$ cat config.mk
export PLATFORM = sky130hd
export DESIGN_NAME = ide_dma_strobe_ctrl
export DESIGN_NICKNAME = d
export VERILOG_FILES = /design/src/rtl/ide_dma_strobe_ctrl.sv
export SDC_FILE = /design/constraint.sdc
export NUM_CORES = 1
export LEC_CHECK = 0
export ABC_CLOCK_PERIOD_IN_PS = 2200
export CORE_ASPECT_RATIO = 0.7
export CORE_MARGIN = 2
export CORE_UTILIZATION = 23
export CTS_BUF_LIST = sky130_fd_sc_hd__clkbuf_4 sky130_fd_sc_hd__clkbuf_8 sky130_fd_sc_hd__clkbuf_16
export DETAILED_ROUTE_END_ITERATION = 8
export RECOVER_POWER = 100
export SYNTH_ARGS = -nofsm -noshare
export SYNTH_HDL_FRONTEND = slang
export SYNTH_SLANG_ARGS = --single-unit
$ cat constraint.sdc
create_clock -name clk -period 2.2 [get_ports clk]
set_input_delay 0.66 -clock clk [delete_from_list [all_inputs] [get_ports clk]]
set_output_delay 0.66 -clock clk [all_outputs]
set_load 0.01 [all_outputs]
$ cat src/rtl/ide_dma_strobe_ctrl.sv
module ide_dma_strobe_ctrl #(
  parameter int TW = 4
) (
  input  logic          clk,
  input  logic          rst_n,
  input  logic          dev_req,
  input  logic          dir_write,
  input  logic          stop_req,
  input  logic          pio_go,
  input  logic          pio_write,
  input  logic          fast_en,
  input  logic          dma_only,
  input  logic [TW-1:0] base_act,
  input  logic [TW-1:0] base_rec,
  input  logic [TW-1:0] fast_act,
  input  logic [TW-1:0] fast_rec,
  output logic          dev_ack,
  output logic          rd_stb,
  output logic          wr_stb,
  output logic          xfer
);

  typedef enum logic [1:0] {S_IDLE, S_ACT, S_REC} st_t;

  st_t           st;
  logic [TW-1:0] cnt;
  logic          is_dma, wr_q, cont, armed;

  wire dma_fast  = fast_en;
  wire pio_fast  = fast_en & ~dma_only;
  wire start_dma = (st == S_IDLE) && dev_req && armed;
  wire start_pio = (st == S_IDLE) && !start_dma && pio_go;
  wire fast_new  = start_dma ? dma_fast : pio_fast;
  wire fast_cur  = is_dma ? dma_fast : pio_fast;

  wire [TW-1:0] act_new = fast_new ? fast_act : base_act;
  wire [TW-1:0] act_cur = fast_cur ? fast_act : base_act;
  wire [TW-1:0] rec_cur = fast_cur ? fast_rec : base_rec;

  wire act_end = (st == S_ACT) && (cnt == '0);
  wire keep    = is_dma && dev_req && !stop_req;

  always_ff @(posedge clk) begin
    if (!rst_n) begin
      st      <= S_IDLE;
      cnt     <= '0;
      is_dma  <= 1'b0;
      wr_q    <= 1'b0;
      cont    <= 1'b0;
      armed   <= 1'b1;
      dev_ack <= 1'b0;
    end else begin
      if (!dev_req)
        armed <= 1'b1;
      else if (act_end && is_dma && !keep)
        armed <= 1'b0;
      case (st)
        S_IDLE: begin
          if (start_dma) begin
            st      <= S_ACT;
            cnt     <= act_new;
            is_dma  <= 1'b1;
            wr_q    <= dir_write;
            dev_ack <= 1'b1;
          end else if (start_pio) begin
            st     <= S_ACT;
            cnt    <= act_new;
            is_dma <= 1'b0;
            wr_q   <= pio_write;
          end
        end
        S_ACT: begin
          if (cnt == '0) begin
            st   <= S_REC;
            cnt  <= rec_cur;
            cont <= keep;
          end else begin
            cnt <= cnt - 1'b1;
          end
        end
        S_REC: begin
          if (!cont)
            dev_ack <= 1'b0;
          if (cnt == '0) begin
            st  <= cont ? S_ACT : S_IDLE;
            cnt <= act_cur;
          end else begin
            cnt <= cnt - 1'b1;
          end
        end
        default: st <= S_IDLE;
      endcase
    end
  end

  assign rd_stb = (st == S_ACT) && !wr_q;
  assign wr_stb = (st == S_ACT) && wr_q;
  assign xfer   = act_end;

  assert_strobe_excl_R2: assert property (@(posedge clk) disable iff (!rst_n)
    !(rd_stb && wr_stb));

  assert_xfer_single_R4: assert property (@(posedge clk) disable iff (!rst_n)
    xfer |=> !xfer);

  assert_xfer_in_strobe_R4: assert property (@(posedge clk) disable iff (!rst_n)
    xfer |-> (rd_stb || wr_stb));

  assert_strobe_ends_on_xfer_R3: assert property (@(posedge clk) disable iff (!rst_n)
    $fell(rd_stb || wr_stb) |-> $past(xfer));

  assert_ack_drop_after_strobe_R6: assert property (@(posedge clk) disable iff (!rst_n)
    $fell(dev_ack) |-> (!rd_stb && !wr_stb && $past(!rd_stb && !wr_stb)));

  assert_ack_needs_req_R8: assert property (@(posedge clk) disable iff (!rst_n)
    $rose(dev_ack) |-> $past(dev_req));

endmodule

Yosys cells after proc, flatten, opt, wreduce, memory -nomap -nowiden
Cells that the tools add are included.
{ "classes": {"reduce_logical": 26, "mux": 23, "eq_ne": 7, "n_addsub": 1, "bitwise": 2} }
{ "op_table": {"columns": ["operator", "count"], "rows": [
  ["2-to-1 mux 4 bit", 7],
  ["case mux 4 bit (3 select lines)", 1],
  ["logical AND 1 bit", 11],
  ["2-to-1 mux 1 bit", 9],
  ["2-to-1 mux 2 bit", 4],
  ["AND reduction 2 bit", 4],
  ["inequality test 2 bit (second input constant)", 3],
  ["case mux 2 bit (3 select lines)", 1],
  ["AND reduction 3 bit", 2],
  ["logical NOT 1 bit", 4],
  ["logical NOT 4 bit", 1],
  ["nonzero test 2 bit", 2],
  ["subtractor 4 x 1 -> 4 bit (second input constant)", 1],
  ["inequality test 3 bit (second input constant)", 1],
  ["nonzero test 3 bit", 1],
  ["equality test 2 x 1 -> 1 bit (second input constant)", 1],
  ["equality test 2 bit (second input constant)", 1],
  ["logical NOT 2 bit", 1],
  ["inequality test 2 x 1 -> 1 bit (second input constant)", 1],
  ["case mux 1 bit (2 select lines)", 1],
  ["AND 1 bit", 1],
  ["NOT 1 bit", 1]
]} }
{ "word_totals": {"out_inout_bits": 4, "register_bits": 11, "inputBits": 25} }

Longest topological paths before layout
{ "depth": {"word_depth": 9, "depth_mapped": 8, "ltp_nobuf": 7} }

Worst setup path before layout
Ideal clock, no wire load.
{ "synth_timing": {"path_type": "input to register", "start": "input fast_en", "end": "register cnt[0]", "cell_stages": 5, "path_slack_ps": 359, "t_required_ps": 2077, "n_path_buf": 1, "t_arrival_ps": 1718, "path_cell_list": "clkbuf_1 > a21boi_2 > mux2_2 > o21ai_0 > o21ai_0"} }
{ "synth_via": {"elab_chain_cells": 6} }
{ "synth_lines": {"columns": ["item", "line", "source"], "rows": [
  ["start, declared", "11", "input logic fast_en,"],
  ["AND 1 bit", "30", "wire pio_fast = fast_en & ~dma_only;"],
  ["2-to-1 mux 1 bit", "33", "wire fast_new = start_dma ? dma_fast : pio_fast;"],
  ["2-to-1 mux 4 bit", "36", "wire [TW-1:0] act_new = fast_new ? fast_act : base_act;"],
  ["2-to-1 mux 4 bit", "65", "end else if (start_pio) begin"],
  ["2-to-1 mux 4 bit", "59", "if (start_dma) begin"],
  ["case mux 4 bit (3 select lines) *", "57", "case (st)"],
  ["end signal, assigned", "61", "cnt <= act_new;"],
  ["end signal, assigned", "67", "cnt <= act_new;"],
  ["end signal, assigned", "75", "cnt <= rec_cur;"],
  ["end, declared", "26", "logic [TW-1:0] cnt;"]
]} }
Every way passes the cells marked *; elsewhere a longest branch is shown, timed or not. The select of a mux whose other input is x is not followed.
A chain may end at the register's enable or synchronous reset.

Worst setup path after layout
{ "layout_timing": {"start": "register cnt[0]", "end": "output xfer"} }
{ "layout_via": {"elab_chain_cells": 2} }
{ "layout_lines": {"columns": ["item", "line", "source"], "rows": [
  ["logical NOT 4 bit", "40", "wire act_end = (st == S_ACT) && (cnt == '0);"],
  ["logical AND 1 bit", "40", null],
  ["end, declared", "20", "output logic xfer"]
]} }
Every way passes these cells.

==> results.sh <==
export IMPL_finalHoldViolations=0
export IMPL_cp_max_fo=4
export IMPL_die_area_um2=4523
export IMPL_clock_sinks=11
export IMPL_syn_to_final_growth_pct=58.72
export IMPL_arrival_ns=1.47
export IMPL_placement_io_buffers=28
export IMPL_place_inst=217
export IMPL_antenna_left=0
export IMPL_endpoint_kind="output port"
export IMPL_worstSkewPairLatency_ns=0.24
export IMPL_drc=0
export IMPL_status="completed"
export IMPL_antenna_found_initial=0
export IMPL_max_freq_ghz=0.4687
export IMPL_slew_viol_final=0
export IMPL_wirelength_um=2765
export IMPL_max_stage_delay_ns=0.35
export IMPL_crit_chain="inv_2, ha_4, nor3b_2, buf_4, nand2_1, inv_1, clkdlybuf4s15_2"
export IMPL_rows=19
export IMPL_synthMostInstantiatedCell="nand2_1"
export IMPL_h_tree_depth=1
export IMPL_drive_gt1_frac=0.2367
export IMPL_fin_crit_sh=0.9698
export IMPL_syn_cell_area_um2=918.4
export IMPL_post_drt_wl_per_cell_um=12.51
export IMPL_synthesis_nets=154
export IMPL_grt_pass1_wl_um=4402
export IMPL_cp_required_ns=1.54
export IMPL_peakVddDrop_v=0.0004048
export IMPL_antennaDiodeCount=0
export IMPL_clk_pin_slew_ns=0.05
export IMPL_fin_crit_ns=2.133
export IMPL_rsz0062_at_grt="true"
export IMPL_fin_nets=201
export IMPL_slew_headroom=0.5755
export IMPL_dieWidth_um=79.53
export IMPL_p_per_area_nw_per_um2=1077
export IMPL_yosys_top_cells_area="dfxtp_1 (24%), ha_1 (8.2%), a21oi_1 (7.1%)"
export IMPL_drv_cap=0
export IMPL_max_slew_worst_pin_slew_ns=0.6320
export IMPL_core_um2=3875
export IMPL_netlist_cell_type_count=39
export IMPL_yosys_area_top_type="dfxtp_1"
export IMPL_clockBufferDepth=2
export IMPL_ctsRootBufferMaster="clkbuf_8"
export IMPL_ys_flop_type="dfxtp_1"
export IMPL_die_h_um=56.87
export IMPL_leakage_nw=0.6142
export IMPL_cts_tree="done"
export IMPL_first_pass_iters=4
export IMPL_final_cell_count_no_fill=221
export IMPL_synth_cells=123
export IMPL_final_cell_area_um2=1458
export IMPL_vias=1047
export IMPL_grt_pass1_vias=914
export IMPL_vias_per_cell=4.738
export IMPL_yosysWarnings=0
export IMPL_first_iter_violations=50
export IMPL_numCtsBuffers=3
export IMPL_async_flop_share=0
export IMPL_synth_yosys_seq_area_share=0.2398
export IMPL_synth_edff_count=0
export IMPL_start_kind="register"
export IMPL_synthTopCellsByCount="nand2_1 (16), a21oi_1 (13), dfxtp_1 (11)"
export IMPL_crit_path_top_delay_cell="dfxtp_1"
export IMPL_holdBufCountCts=0
export IMPL_pin_count=29
export IMPL_track_usage=0.1295
export IMPL_finClkSkew_ns=0.004128
export IMPL_grt_overflow=0
export IMPL_syn_avg_cell_area_um2=7.467
export IMPL_synth_top_area_frac=0.2398
export IMPL_setup_viol_count_final=0
export IMPL_criticalPathCategory="register to output port"
export IMPL_floorplan_initialDensity=0.2370
export IMPL_dp_hpwl_um=2183
export IMPL_gp_congestion=0.8111
export IMPL_p_total_mw=1.570
export IMPL_place_area_um2=1374
export IMPL_hold_path_class="register to register"
export IMPL_ys_seq_elements=11
export IMPL_grt_max_degree=10
[per-layer routing]
metal	vias to the layer above	global-route usage	wire (um)
met5	-	0	0
met4	0	0.05172	48
met3	5	0.02894	146
met2	27	0.1897	1223
met1	479	0.1822	1346
li1	536	-	-
[cells by family after synthesis]
kind of cell,count (synthesis),synth area share
AOI/OAI and AO/OA,41,0.3120
adders and majority gates,6,0.08174
buffers and inverters,14,0.06811
DFF,11,0.2398
muxes,5,0.05586
and+or+nand+nor,46,0.2425
[report_power, final]
group          total [mW]  internal [mW]  leakage (nW)  switching, mW
clock               0.218          0.140        0.0262         0.0782
sequential          0.332          0.266        0.0916         0.0659
combinational        1.02          0.523         0.496          0.497
total                1.57          0.928         0.614          0.641
[sequential cells by signal, summed over array words and instances, names as in the netlist]
signal   cells
cnt          4
is_dma       1
dev_ack      1
cont         1
st           2
wr_q         1
armed        1
[cell type report]
class	instances	area, um2
clock buffer	4	48.80
fill	395	2417
inverter	10	37.54
multi-input combinational	98	665.6
sequential	11	222.7
tap	52	65.06
timing repair buffer	46	417.9
[cells in the final DEF, fill, tap and decap left out, types with 3 or more instances in the layout]
| master | count |
|---|---|
| a211oi_1 | 3 |
| a21oi_1 | 13 |
| a31o_2 | 3 |
| buf_4 | 18 |
| clkbuf_8 | 3 |
| clkdlybuf4s50_1 | 25 |
| dfxtp_1 | 9 |
| ha_1 | 4 |
| inv_1 | 8 |
| mux2i_1 | 4 |
| nand2_1 | 16 |
| nand2b_1 | 4 |
| nand3_1 | 3 |
| nor2_1 | 9 |
| nor3_1 | 3 |
| o21ai_0 | 6 |
[stage by stage]
| stage | hold WS [ns] | TNS (ns) | setup WS [ns] | utilization |
|---|---|---|---|---|
| floorplan | 0.4577 | 0 | 0.3595 | - |
| global placement | 0.4972 | -0.2818 | -0.08358 | 0.3545 |
| detailed placement | 0.4925 | -0.3485 | -0.08775 | 0.3545 |
| CTS | 0.4983 | 0 | 0.003938 | 0.3729 |
| global route | 0.5130 | -0.01204 | -0.01204 | 0.3762 |
| finish | 0.5001 | 0 | 0.06654 | 0.3762 |
[critical path: cells and delay by family, from the launching register on]
kind	cells	cell delay [ns]
adder cells (fa/ha/maj)	1	0.16
flip-flops	1	0.35
buffers and inverters	4	0.49
AND/OR/NAND/NOR	2	0.23
[timing repair]
item	CTS	global route
gates resized for setup	10	4
setup endpoints to repair	3	2
buffers inserted	0	0
[path summary, 6_finish.rpt]
path                              from  endpoint  slack, ns  cells after the start
worst min-delay path             st[0]     st[0]       0.50                      2
worst min register to register   st[0]     st[0]       0.50                      2
worst max-delay path            cnt[0]      xfer       0.07                      7
worst max register to register  cnt[0]    cnt[1]       0.26                      7
Note: power is estimated with default switching activity, not from simulation.
